==> src/rtl/mdio_pkg.sv <==
package mdio_pkg;
    localparam int PRE_LEN    = 32;
    localparam int FRAME_LEN  = 64;
    localparam int ADDR_W     = 5;
    localparam int DATA_W     = 16;
    localparam int POS_W      = $clog2(FRAME_LEN + 1);
    localparam int IDX_W      = $clog2(FRAME_LEN);
    // bit positions inside the full (preambled) frame
    localparam int TA1_POS    = 46;
    localparam int TA2_POS    = 47;
    localparam int DATA_POS   = 48;
    localparam int IDLE_POS   = 64;
    localparam logic [ADDR_W-1:0] RSVD_PHY   = 5'h1F;
    localparam logic [ADDR_W-1:0] STATUS_REG = 5'd1;
    localparam int SUPP_BIT   = 6;

    typedef enum logic [1:0] {
        RATE_SLOW = 2'b00,
        RATE_MID  = 2'b01,
        RATE_FAST = 2'b10,
        RATE_ALT  = 2'b11
    } rate_e;
endpackage

==> src/rtl/mdio_clkgen.sv <==
module mdio_clkgen
    import mdio_pkg::*;
#(
    parameter int DIV_SLOW = 20,
    parameter int DIV_MID  = 10,
    parameter int DIV_FAST = 5
) (
    input  logic       clk,
    input  logic       rst_n,
    input  logic       run_i,
    input  logic [1:0] rate_i,
    output logic       tick_o
);
    localparam int DMAX_A = (DIV_SLOW > DIV_MID) ? DIV_SLOW : DIV_MID;
    localparam int DMAX   = (DMAX_A > DIV_FAST) ? DMAX_A : DIV_FAST;
    localparam int CW     = $clog2(DMAX + 1);

    typedef struct packed {
        logic [CW-1:0] cnt;
        logic [CW-1:0] half;
    } gen_t;

    gen_t          q, d;
    logic [CW-1:0] half_sel;

    always_comb begin
        case (rate_e'(rate_i))
            RATE_MID:  half_sel = CW'(DIV_MID);
            RATE_FAST: half_sel = CW'(DIV_FAST);
            default:   half_sel = CW'(DIV_SLOW);
        endcase
    end

    assign tick_o = run_i && (q.cnt == q.half - 1'b1);

    always_comb begin
        d = q;
        if (!run_i) begin
            d.cnt  = '0;
            d.half = half_sel;
        end else if (tick_o) begin
            d.cnt = '0;
        end else begin
            d.cnt = q.cnt + 1'b1;
        end
    end

    always_ff @(posedge clk or negedge rst_n) begin
        if (!rst_n) begin
            q.cnt  <= '0;
            q.half <= CW'(DIV_SLOW);
        end else begin
            q <= d;
        end
    end


    cnt_in_range_chk: assert property (@(posedge clk) disable iff (!rst_n)
        run_i |-> (q.cnt < q.half));

    half_frozen_chk: assert property (@(posedge clk) disable iff (!rst_n)
        (run_i && $past(run_i)) |-> $stable(q.half));
endmodule

==> src/rtl/mdio_presup.sv <==
module mdio_presup
    import mdio_pkg::*;
(
    input  logic              clk,
    input  logic              rst_n,
    input  logic              done_i,
    input  logic              err_i,
    input  logic              rd_i,
    input  logic [ADDR_W-1:0] reg_i,
    input  logic              cap_bit_i,
    input  logic              detach_i,
    output logic              sup_o
);
    typedef struct packed {
        logic sup;
    } sup_t;

    sup_t q, d;

    always_comb begin
        d = q;
        if (detach_i) begin
            d.sup = 1'b0;
        end else if (done_i && rd_i) begin
            if (err_i)
                d.sup = 1'b0;
            else if (reg_i == STATUS_REG && cap_bit_i)
                d.sup = 1'b1;
        end
    end

    always_ff @(posedge clk or negedge rst_n) begin
        if (!rst_n) q <= '0;
        else        q <= d;
    end

    assign sup_o = q.sup;


    detach_clear_chk: assert property (@(posedge clk) disable iff (!rst_n)
        detach_i |=> !sup_o);

    err_clear_chk: assert property (@(posedge clk) disable iff (!rst_n)
        (done_i && rd_i && err_i) |=> !sup_o);

    sup_set_chk: assert property (@(posedge clk) disable iff (!rst_n)
        $rose(sup_o) |-> $past(done_i && rd_i && !err_i && reg_i == STATUS_REG && cap_bit_i));
endmodule

==> src/rtl/mdio_frame.sv <==
module mdio_frame
    import mdio_pkg::*;
(
    input  logic              clk,
    input  logic              rst_n,
    input  logic              start_i,
    input  logic              rd_i,
    input  logic [ADDR_W-1:0] phy_i,
    input  logic [ADDR_W-1:0] reg_i,
    input  logic [DATA_W-1:0] wdata_i,
    input  logic              sup_i,
    input  logic              tick_i,
    input  logic              mdio_i,
    output logic              busy_o,
    output logic              done_o,
    output logic              err_o,
    output logic [DATA_W-1:0] rdata_o,
    output logic              mdc_o,
    output logic              mdio_o,
    output logic              mdio_oe_o,
    output logic              last_rd_o,
    output logic [ADDR_W-1:0] last_reg_o
);
    typedef struct packed {
        logic                 busy;
        logic                 phase;   // 0: MDC low half, 1: MDC high half
        logic [POS_W-1:0]     pos;
        logic [FRAME_LEN-1:0] sh;
        logic [FRAME_LEN-1:0] oe;
        logic                 is_rd;
        logic [ADDR_W-1:0]    regad;
        logic [DATA_W-1:0]    rdata;
        logic                 err;
        logic                 done;
    } frm_t;

    frm_t             q, d;
    logic             accept;
    logic             in_frame;
    logic [IDX_W-1:0] idx;

    assign accept   = !q.busy && start_i && (phy_i != RSVD_PHY);
    assign in_frame = q.pos < POS_W'(FRAME_LEN);
    assign idx      = IDX_W'(FRAME_LEN - 1) - q.pos[IDX_W-1:0];

    always_comb begin
        d      = q;
        d.done = 1'b0;
        if (accept) begin
            d.busy  = 1'b1;
            d.phase = 1'b0;
            d.pos   = sup_i ? POS_W'(PRE_LEN) : '0;
            d.sh    = {{PRE_LEN{1'b1}}, 2'b01, (rd_i ? 2'b10 : 2'b01), phy_i, reg_i,
                       (rd_i ? 2'b11 : 2'b10), (rd_i ? {DATA_W{1'b0}} : wdata_i)};
            d.oe    = rd_i ? {{TA1_POS{1'b1}}, {(FRAME_LEN - TA1_POS){1'b0}}}
                           : {FRAME_LEN{1'b1}};
            d.is_rd = rd_i;
            d.regad = reg_i;
            d.err   = 1'b0;
        end else if (q.busy && tick_i) begin
            if (!q.phase) begin
                d.phase = 1'b1;
                if (q.is_rd && q.pos == POS_W'(TA2_POS))
                    d.err = (mdio_i != 1'b0);
                if (q.is_rd && q.pos >= POS_W'(DATA_POS) && in_frame)
                    d.rdata = {q.rdata[DATA_W-2:0], mdio_i};
            end else begin
                d.phase = 1'b0;
                if (q.pos == POS_W'(IDLE_POS)) begin
                    d.busy = 1'b0;
                    d.done = 1'b1;
                end else begin
                    d.pos = q.pos + 1'b1;
                end
            end
        end
    end

    always_ff @(posedge clk or negedge rst_n) begin
        if (!rst_n) begin
            q <= '0;
        end else begin
            q <= d;
        end
    end

    assign busy_o     = q.busy;
    assign done_o     = q.done;
    assign err_o      = q.err;
    assign rdata_o    = q.rdata;
    assign mdc_o      = q.busy && q.phase;
    assign mdio_o     = q.busy && in_frame && q.sh[idx];
    assign mdio_oe_o  = q.busy && in_frame && q.oe[idx];
    assign last_rd_o  = q.is_rd;
    assign last_reg_o = q.regad;


    line_hold_chk: assert property (@(posedge clk) disable iff (!rst_n)
        (mdc_o && $past(mdc_o)) |-> ($stable(mdio_o) && $stable(mdio_oe_o)));

    start_busy_chk: assert property (@(posedge clk) disable iff (!rst_n)
        (q.busy && start_i) |=> ($stable(q.is_rd) && $stable(q.regad)));

    rsvd_phy_chk: assert property (@(posedge clk) disable iff (!rst_n)
        (!q.busy && start_i && phy_i == RSVD_PHY) |=> !busy_o);

    done_pulse_chk: assert property (@(posedge clk) disable iff (!rst_n)
        done_o |-> (!busy_o && !mdc_o && $past(busy_o)));

    done_single_chk: assert property (@(posedge clk) disable iff (!rst_n)
        done_o |=> !done_o);

    read_release_chk: assert property (@(posedge clk) disable iff (!rst_n)
        (q.busy && q.is_rd && q.pos >= POS_W'(TA1_POS)) |-> !mdio_oe_o);

    idle_quiet_chk: assert property (@(posedge clk) disable iff (!rst_n)
        !busy_o |-> (!mdc_o && !mdio_oe_o));
endmodule

==> src/rtl/mdio_master.sv <==
module mdio_master
    import mdio_pkg::*;
#(
    parameter int DIV_SLOW = 20,
    parameter int DIV_MID  = 10,
    parameter int DIV_FAST = 5
) (
    input  logic        clk,
    input  logic        rst_n,
    input  logic        start_i,
    input  logic        rd_i,
    input  logic [4:0]  phy_addr_i,
    input  logic [4:0]  reg_addr_i,
    input  logic [15:0] wdata_i,
    input  logic [1:0]  rate_i,
    input  logic        phy_detach_i,
    output logic        busy_o,
    output logic        done_o,
    output logic        rd_err_o,
    output logic [15:0] rdata_o,
    output logic        mdc_o,
    output logic        mdio_o,
    output logic        mdio_oe_o,
    input  logic        mdio_i
);
    logic              tick;
    logic              sup;
    logic              last_rd;
    logic [ADDR_W-1:0] last_reg;

    mdio_clkgen #(
        .DIV_SLOW (DIV_SLOW),
        .DIV_MID  (DIV_MID),
        .DIV_FAST (DIV_FAST)
    ) u_clkgen (
        .clk    (clk),
        .rst_n  (rst_n),
        .run_i  (busy_o),
        .rate_i (rate_i),
        .tick_o (tick)
    );

    mdio_frame u_frame (
        .clk        (clk),
        .rst_n      (rst_n),
        .start_i    (start_i),
        .rd_i       (rd_i),
        .phy_i      (phy_addr_i),
        .reg_i      (reg_addr_i),
        .wdata_i    (wdata_i),
        .sup_i      (sup),
        .tick_i     (tick),
        .mdio_i     (mdio_i),
        .busy_o     (busy_o),
        .done_o     (done_o),
        .err_o      (rd_err_o),
        .rdata_o    (rdata_o),
        .mdc_o      (mdc_o),
        .mdio_o     (mdio_o),
        .mdio_oe_o  (mdio_oe_o),
        .last_rd_o  (last_rd),
        .last_reg_o (last_reg)
    );

    mdio_presup u_presup (
        .clk       (clk),
        .rst_n     (rst_n),
        .done_i    (done_o),
        .err_i     (rd_err_o),
        .rd_i      (last_rd),
        .reg_i     (last_reg),
        .cap_bit_i (rdata_o[SUPP_BIT]),
        .detach_i  (phy_detach_i),
        .sup_o     (sup)
    );
endmodule

==> config.mk <==
export PLATFORM = sky130hd
export DESIGN_NAME = mdio_master
export DESIGN_NICKNAME = d
export VERILOG_FILES = /design/src/rtl/mdio_pkg.sv /design/src/rtl/mdio_clkgen.sv /design/src/rtl/mdio_presup.sv /design/src/rtl/mdio_frame.sv /design/src/rtl/mdio_master.sv
export SDC_FILE = /design/constraint.sdc
export NUM_CORES = 1
export LEC_CHECK = 0
export CAP_MARGIN = 40
export CORE_UTILIZATION = 53
export CTS_CLUSTER_SIZE = 12
export DETAILED_ROUTE_END_ITERATION = 10
export GPL_ROUTABILITY_DRIVEN = 1
export PLACE_DENSITY = 0.79
export SLEW_MARGIN = 10
export SYNTH_ARGS = -nofsm -noshare
export SYNTH_HDL_FRONTEND = slang
export SYNTH_SLANG_ARGS = --single-unit
==> constraint.sdc <==
create_clock -name clk -period 3.5 [get_ports clk]
set_clock_uncertainty 0.05 [all_clocks]
set_input_delay 0.35 -clock clk [delete_from_list [all_inputs] [get_ports clk]]
set_output_delay 0.35 -clock clk [all_outputs]
set_load 0.01 [all_outputs]
==> impl_metrics.ini, run 1 <==
[outcome]
status = finished clean

[logic_synthesis]
yosysTopAreaCell = dfrtp_1
ys_warn_count = 0
ys_async_sr_fraction_pct = 100.0
syn_nets = 364
synthFlopType = dfrtp_1
synth_edf_count = 0
syn_inst = 324
synth.distinct_cells = 48
ys_ff_latch = 66
seq_area_frac_synth_pct = 48.59
syn_area_per_cell_um2 = 10.51
yosysTopAreaCellShare_pct = 47.04
netlist_area_mm2 = 0.003405
synthTopCellsByArea = dfrtp_1, nand2_1, mux2_4

[power]
peakVddDrop_mv = 0.3774
p_per_area_mw_per_mm2 = 514.4
leakage_nw = 1.907

[cts]
cts-hold-fix-buffers = 0
clockRootBuffer = clkbuf_8
numCtsBuffers = 9
cts_setup_buffers = 0
insertion_delay_ns = 0.33
cts_sinks = 66
cts_tree = built
clk_pin_slew_worst_paths_ns = 0.07
post_cts_resized = 0
htreeDepth = 3
clock_path_buffers = 2

[sta]
final-max-slew-violation-count = 0
setup_viol = 0
relSlewSlack_pct = 37.42
timing.final.ws_setup_ns = 0.3279
max_freq_mhz = 315.3
fin_crit_sh_pct = 90.63
hold_viol = 0
min_period_ns = 3.172
rsz0062_at_grt = no
tns_ns = 0
worst_pin_slew_ns = 0.9347
whs_ns = 0.005589

[placement]
place_inst = 423
place_area_mm2 = 0.003856
place_ws_ns = 0.5826
portBuffers = 55
gp_congestion = 0.8728
dp_hpwl_um = 4644

[worst_setup_path]
critPathKind = flop to primary output
r2r-start = u_clkgen.q[0]
worstPathArrival_ns = 2.77
r2r_cells = 7
crit_path_end_kind = primary output
start_kind = flop
critPathRequiredTime_ns = 3.10
r2r_end = u_frame.rdata_o[10]
ff2ff_setup_slack_ns = 0.58
crit_path_max_fanout = 17

[global_routing]
grt_overflow = 0
grt_pass1_wl_um = 10620
grt.total_usage_pct = 21.57
grt_pass1_vias = 2250
antenna_found_initial = 0
grt_max_degree = 36

[die]
die_area_mm2 = 0.006748
die_w_um = 82.15
start_util_pct = 56.17
row_count = 28
die_h_um = 82.15
coreArea_mm2 = 0.006061
num_io_pins = 56

[job]
max-cap-violations = 0

[final_layout]
n_antenna_cell = 0
fin_nets = 399
n_fill_cell = 508
finalInstanceArea_mm2 = 0.004029
drive_gt1_share_pct = 14.56
stdcell_count = 439
syn2layout_area_growth_pct = 18.34
final_common_cell = nand2_1
layout_common_cells = nand2_1, dfrtp_1, clkdlybuf4s50_1

[detailed_routing]
drt-vias-per-instance = 5.499
route.detailed.drc = 0
firstDrtPassIters = 4
ant_nets = 0
drt-initial-drc-count = 137
wirelength_um = 6413
wl_per_cell_um = 14.61
via_count = 2414

[min_path]
hold_path_class = input pin to asynchronous set/reset pin
logic make-up after synthesis:
family	count (synthesis)	share of synthesized area, %
and+or+nand+nor	138	20.58
DFF	66	48.59
buffers and inverters	40	6.909
AOI/OAI and AO/OA	34	6.909
muxes	32	12.75
xor gates and xnor gates	8	2.058
adders and majority gates	6	2.205
metal layers:
layer	global-route usage, %	wire length (um)
met5	0	0
met4	6.140	45
met3	6.703	302
met2	35.62	3065
met1	27.30	3000
sequential cells by signal (all words and copies together) (netlist names):
name and cells:
u_frame.q 33, u_frame.rdata_o 16, u_clkgen.q 9, u_frame.last_reg_o 4
u_frame.busy_o 1, u_frame.done_o 1, u_frame.err_o 1, u_presup.sup_o 1
metrics by stage:
step | util (%) | power [mW]
2_1_floorplan | - | 1.366
3_3_place_gp | 63.63 | 1.511
3_5_place_dp | 63.63 | 1.532
4_1_cts | 66.47 | 2.089
5_1_grt | 66.47 | 2.203
6_report | 66.47 | 2.073
where the power goes:
part | internal [mW] | switching, mW | total, mW
combinational | 0.260 | 0.225 | 0.485
sequential | 0.853 | 0.184 | 1.04
clock | 0.277 | 0.274 | 0.550
total | 1.39 | 0.683 | 2.07
layout make-up:
type | count | area [um2] | area share (%)
flip-flops and latches | 66 | 1654 | 41.06
multi-input cells | 218 | 1521 | 37.76
repair buffers | 57 | 560.5 | 13.91
clock buffers | 12 | 145.1 | 3.602
well taps | 75 | 93.84 | 2.329
clock inverters | 4 | 27.53 | 0.6832
inverters | 7 | 26.28 | 0.6522
cell usage after synthesis, drive strengths merged, types with 5 or more instances:
library cell,instances
mux2,21
clkbuf,14
nand3,6
nand2,74
ha,6
nor2,12
inv,7
xor2,5
buf,19
nand3b,18
mux2i,7
a21oi,9
dfrtp,64
or4,5
o21ai,6
critical path: stages (launching register included):
cell and delay [ns]:
dfrtp_1 0.83, mux4_2 0.60, a22oi_1 0.20, a31oi_1 0.11, nor3_1 0.18, nor2_1 0.06
clkdlybuf4s50_1 0.47
worst max path at each step:
stage                        start                 end
finish              u_frame.q[152]              mdio_o
global route        u_frame.q[152]              mdio_o
CTS                 u_frame.q[152]              mdio_o
detailed placement   u_clkgen.q[0]  u_frame.rdata_o[8]
global placement    u_frame.q[152]              mdio_o
floorplan            u_clkgen.q[0]  u_frame.rdata_o[0]
(Power assumes the default switching activity.)
==> run 2: changes to the inputs <==
==> constraint.sdc (replaced) <==
create_clock -name clk -period 3.3 [get_ports clk]
set_clock_uncertainty 0.05 [all_clocks]
set_input_delay 0.33 -clock clk [delete_from_list [all_inputs] [get_ports clk]]
set_output_delay 0.33 -clock clk [all_outputs]
set_load 0.01 [all_outputs]
==> run 2 against run 1 <==
  * Largest cell class unchanged
  * Global-route usage rose by 1.1 points
  * Clock-buffer cell count shrank 1
  * Design area rose by 1.2%
  * Register-to-register slack worse by 0.25 ns
  * Worst hold slack improved by 0.0037 ns
  * Clock power is 35% higher
  * Worst setup slack worse by 0.0013 ns
  * Sequential power is 6% higher
  * Cell count unchanged
  * Combinational power up 4.5%
==> impl_metrics.ini, run 2 (same netlist as run 1, synthesis figures left out) <==
[global_routing]
global_route.peak_usage_layer = met2
grt_use_met1_pct = 30.25
grt_overflow = 0
grt_use_met3_pct = 4.286
grt.total_usage_pct = 22.65
grt_max_degree = 35
antenna_found_initial = 0
grt_pass1_vias = 2377
grt_pass1_wl_um = 11410
met2_usage_pct = 36.69

[final_layout]
fin_nets = 399
largest_reg_flops = 33
layout_common_cells = nand2_1, dfrtp_1, clkdlybuf4s50_1
final_common_cell = nand2_1
n_antenna_cell = 0
n_fill_cell = 489
max_flop_register = u_frame.q
stdcell_count = 439
syn2layout_area_growth_pct = 19.74
drive_gt1_share_pct = 15.11

[min_path]
hold_path_class = input pin to asynchronous set/reset pin

[power]
p_per_area_mw_per_mm2 = 575.5
peakVddDrop_mv = 0.3990
leakage_nw = 1.925

[detailed_routing]
drt-vias-per-instance = 5.556
drt-initial-drc-count = 126
via_count = 2439
route.detailed.drc = 0
firstDrtPassIters = 4
ant_nets = 0
wirelength_um = 6658
wl_per_cell_um = 15.17

[worst_setup_path]
critPathRequiredTime_ns = 3.46
critical-path-slowest-cell = or4b_1
start_kind = flop
worstPathArrival_ns = 3.13
r2r_cells = 7
crit_path_max_fanout = 16
crit_path_end_kind = flop
critPathKind = flop to flop
max_stage_delay_ns = 0.94
path_cells = inv_1 -> ha_1 -> nand2_1 -> nor4b_1 -> o21ai_2 -> or4b_1 -> mux2_2

[die]
coreArea_mm2 = 0.006061
num_io_pins = 56
die_area_mm2 = 0.006748
row_count = 28
die_w_um = 82.15
die_h_um = 82.15
start_util_pct = 56.17

[sta]
rsz0062_at_grt = no
fin_crit_sh_pct = 90.10
timing.final.ws_setup_ns = 0.3266
hold_viol = 0
setup_viol = 0
max_freq_mhz = 336.3
relSlewSlack_pct = 39.31
min_period_ns = 2.973
final-max-slew-violation-count = 0
tns_ns = 0
worst_pin_slew_ns = 0.9063

[cts]
insertion_delay_ns = 0.33
cts_tree = built
cts_sinks = 66
clock_path_buffers = 2
clockRootBuffer = clkbuf_8
clk_pin_slew_worst_paths_ns = 0.07
cts_setup_buffers = 0
numCtsBuffers = 9
htreeDepth = 3

[placement]
place_inst = 423
gp_congestion = 0.9072
place_ws_ns = 0.3800
portBuffers = 55
dp_hpwl_um = 4745

[outcome]
status = finished clean

[job]
max-cap-violations = 0
==> run 2: changes by cell type in the layout (fill, tap and decap cells not counted) <==
cell        delta
bufinv_16      +2
clkinvlp_4     +1
dfrtp_2        +1
clkbuf_1       -1
dfrtp_1        -1
clkinv_4       -2
==> run 2: per-stage QoR <==
step	hold WS, ns	utilization, %	total power [mW]	instance area [um2]
finish	0.009282	67.26	2.346	4076
global route	0.06097	67.26	2.491	4076
CTS	0.03749	67.24	2.363	4075
detailed placement	0.3934	63.63	1.616	3856
global placement	0.3819	63.63	1.603	3856
floorplan	-0.01559	-	1.448	3405
==> run 2: layer usage <==
layer / wire length (um) / share of wire (%)
met1: 3004 / 45
met2: 3285 / 49
met3: 280 / 4.2
met4: 87 / 1.3
met5: 0 / 0
==> run 2: path summary, 6_finish.rpt <==
check,from,to,slack (ns)
max,u_clkgen.q[3],u_frame.rdata_o[3],0.33
min,rst_n,u_frame.rdata_o[12],0.009
max reg2reg,u_clkgen.q[3],u_frame.rdata_o[3],0.33
min reg2reg,u_frame.q[101],u_frame.q[101],0.41
max in group asynchronous,rst_n,u_frame.q[152],2.25
min in group clk,u_frame.q[101],u_frame.q[101],0.41
==> run 2: power breakdown <==
group	internal (mW)	switching (mW)	total, mW
clock network	0.444	0.297	0.741
registers	0.906	0.192	1.10
logic	0.275	0.232	0.507
total	1.63	0.721	2.35
==> run 2: area by class of cell <==
type / count / area, um2 / area share (%)
Inverter: 7 / 26.28 / 0.6446
Timing Repair Buffer: 57 / 560.5 / 13.75
Sequential cell: 66 / 1655 / 40.61
Multi-Input combinational cell: 218 / 1521 / 37.32
Clock buffer: 11 / 141.4 / 3.468
Clock inverter: 5 / 77.57 / 1.903
Tap cell: 75 / 93.84 / 2.302
==> run 2: timing repair <==
action                     CTS  global route
hold buffers                 0             0
resized for setup            0             1
setup endpoints to repair    0             1
==> run 2: critical path: cells and delay by family (launching register included) <==
family	cells	cell delay, ns
flops	1	0.43
buf+inv	1	0.08
fa+ha+maj	1	0.20
simple gates	3	1.49
compound gates	1	0.16
mux	1	0.43
==> run 3: changes to the inputs <==
--- a/config.mk
+++ b/config.mk
@@ -6,11 +6,13 @@
 export NUM_CORES = 1
 export LEC_CHECK = 0
 export CAP_MARGIN = 40
-export CORE_UTILIZATION = 53
+export CORE_UTILIZATION = 55
+export CTS_BUF_LIST = sky130_fd_sc_hd__clkbuf_8
+export CTS_CLUSTER_DIAMETER = 40
 export CTS_CLUSTER_SIZE = 12
 export DETAILED_ROUTE_END_ITERATION = 10
 export GPL_ROUTABILITY_DRIVEN = 1
-export PLACE_DENSITY = 0.79
+export PLACE_DENSITY = 0.82
 export SLEW_MARGIN = 10
 export SYNTH_ARGS = -nofsm -noshare
 export SYNTH_HDL_FRONTEND = slang
==> run 3 against run 2 <==
  * Sequential share of layout area increased by 0.21 points
  * Combinational power is essentially flat
  * Core utilization up 0.83 points
  * Cell count rose by 0.46%
  * Worst setup slack improved by 0.044 ns
  * Clock power down 17%
  * Critical path type is now flop to primary output
  * Worst hold slack improved by 0.082 ns
  * Fmax increased by 1.5%
  * Highest routed layer unchanged
  * Sequential cell count stayed put
  * Critical path depth fell by 1
  * Power is 5.3% lower
==> impl_metrics.ini, run 3 (same netlist as run 1, synthesis figures left out) <==
[worst_setup_path]
r2r_cells = 8
start_kind = flop
critPathBufInv = 1
worstSetupPathDepth = 6
crit_path_end_kind = primary output
crit_end = mdio_o
worstPathArrival_ns = 2.55
crit_path_max_fanout = 17
critPathLaunch = u_frame.q[152]
max_stage_delay_ns = 0.61
critical-path-slowest-cell = dfrtp_2
crit_family = flip-flops
path_cells = mux4_2 -> a22oi_1 -> a31oi_1 -> nor3_1 -> nor2_1 -> clkdlybuf4s50_1
r2r-start = u_clkgen.q[0]
ff2ff_setup_slack_ns = 0.67
r2r_end = u_frame.rdata_o[9]
critPathRequiredTime_ns = 2.92
critPathKind = flop to primary output

[final_layout]
final_common_cell = nand2_1
largest_reg_flops = 33
syn2layout_area_growth_pct = 19.11
n_fill_cell = 490
fin_nets = 401
postLayoutCoreUtil_pct = 68.09
stdcell_count = 441
layout_common_cells = nand2_1, dfrtp_1, clkdlybuf4s50_1
n_antenna_cell = 0
drive_gt1_share_pct = 15.30
max_flop_register = u_frame.q

[cts]
cts_sinks = 66
clock_path_buffers = 2
cts-hold-fix-buffers = 0
numCtsBuffers = 9
clockRootBuffer = clkbuf_8
insertion_delay_ns = 0.35
htreeDepth = 3
clk_pin_slew_worst_paths_ns = 0.07
cts_tree = built

[sta]
tns_ns = 0
worst_pin_slew_ns = 0.8010
setup_viol = 0
rsz0062_at_grt = no
fin_crit_sh_pct = 88.77
max_freq_mhz = 341.4
final-max-slew-violation-count = 0
relSlewSlack_pct = 46.60
min_period_ns = 2.930
hold_viol = 0
whs_ns = 0.09172

[power]
leakage_nw = 1.929
p_per_area_mw_per_mm2 = 548.1
peakVddDrop_mv = 0.5167

[global_routing]
grt_overflow = 0
grt_pass1_wl_um = 10790
grt_pass1_vias = 2388
grt.total_usage_pct = 22.44
antenna_found_initial = 0
grt_max_degree = 67

[job]
max-cap-violations = 0

[die]
num_io_pins = 56
die_area_mm2 = 0.006508
row_count = 28
die_h_um = 80.68
coreArea_mm2 = 0.005956
start_util_pct = 57.16
die_w_um = 80.68

[detailed_routing]
wirelength_um = 6444
wl_per_cell_um = 14.61
firstDrtPassIters = 4
drt-initial-drc-count = 108
ant_nets = 0
drt-vias-per-instance = 5.515
route.detailed.drc = 0
via_count = 2432

[placement]
place_inst = 425
dp_hpwl_um = 4471
gp_congestion = 0.9388
portBuffers = 55

[min_path]
hold_path_class = input pin to asynchronous set/reset pin

[outcome]
status = finished clean
[run 3: where the power goes]
part	internal (mW)	leakage [nW]	switching, mW
Sequential	0.907	0.871	0.188
Combinational	0.277	0.953	0.232
Clock	0.326	0.105	0.292
Total	1.51	1.93	0.713
[run 3: layout make-up]
type                       count  area [um2]  area share, %
inverter                       7       26.28         0.6479
multi-input combinational    218        1521          37.52
clock buffer                  12       165.2          4.073
tap                           75       93.84          2.314
sequential                    66        1655          40.82
timing repair buffer          59       575.6          14.19
clock inverter                 4       17.52         0.4320
[run 3: worst min path at each step]
stage / endpoint / cells past startpoint / from / slack (ns)
CTS: u_frame.rdata_o[14] / 2 / rst_n / 0.13
global route: u_frame.rdata_o[14] / 2 / rst_n / 0.17
detailed placement: u_frame.q[93] / 2 / u_frame.q[93] / 0.40
floorplan: u_clkgen.q[0] / 0 / rst_n / -0.02
global placement: u_frame.q[96] / 2 / u_frame.q[96] / 0.40
finish: u_frame.rdata_o[14] / 2 / rst_n / 0.09
[run 3: per-stage QoR]
step	cell area [um2]	setup WS [ns]	power (mW)
2_1_floorplan	3405	0.7496	1.448
3_3_place_gp	3864	0.5451	1.592
3_5_place_dp	3871	0.5092	1.614
4_1_cts	4054	0.1336	2.239
5_1_grt	4055	0.2523	2.362
6_report	4055	0.3705	2.223
[run 3: worst reg2reg max path: stages (launching register included)]
cell and delay, ns:
dfrtp_1 0.41, inv_1 0.06, ha_1 0.30, xnor2_1 0.14, nor4_2 0.32, o21ai_2 0.14
or4b_1 0.55, buf_4 0.24, mux2_4 0.32
[run 3: layer usage]
layer  vias up  part of all wire (%)  track usage [%]
met2        61                    50            37.97
met3        13                   4.3            7.386
met1      1181                    43            26.63
met4         0                   2.0            7.679
li1       1177                     -                -
met5         -                     0                0
[run 3: timing repair]
action	4_1_cts	5_1_grt
setup buffers	0	0
setup endpoints to repair	0	1
gates resized for setup	0	1
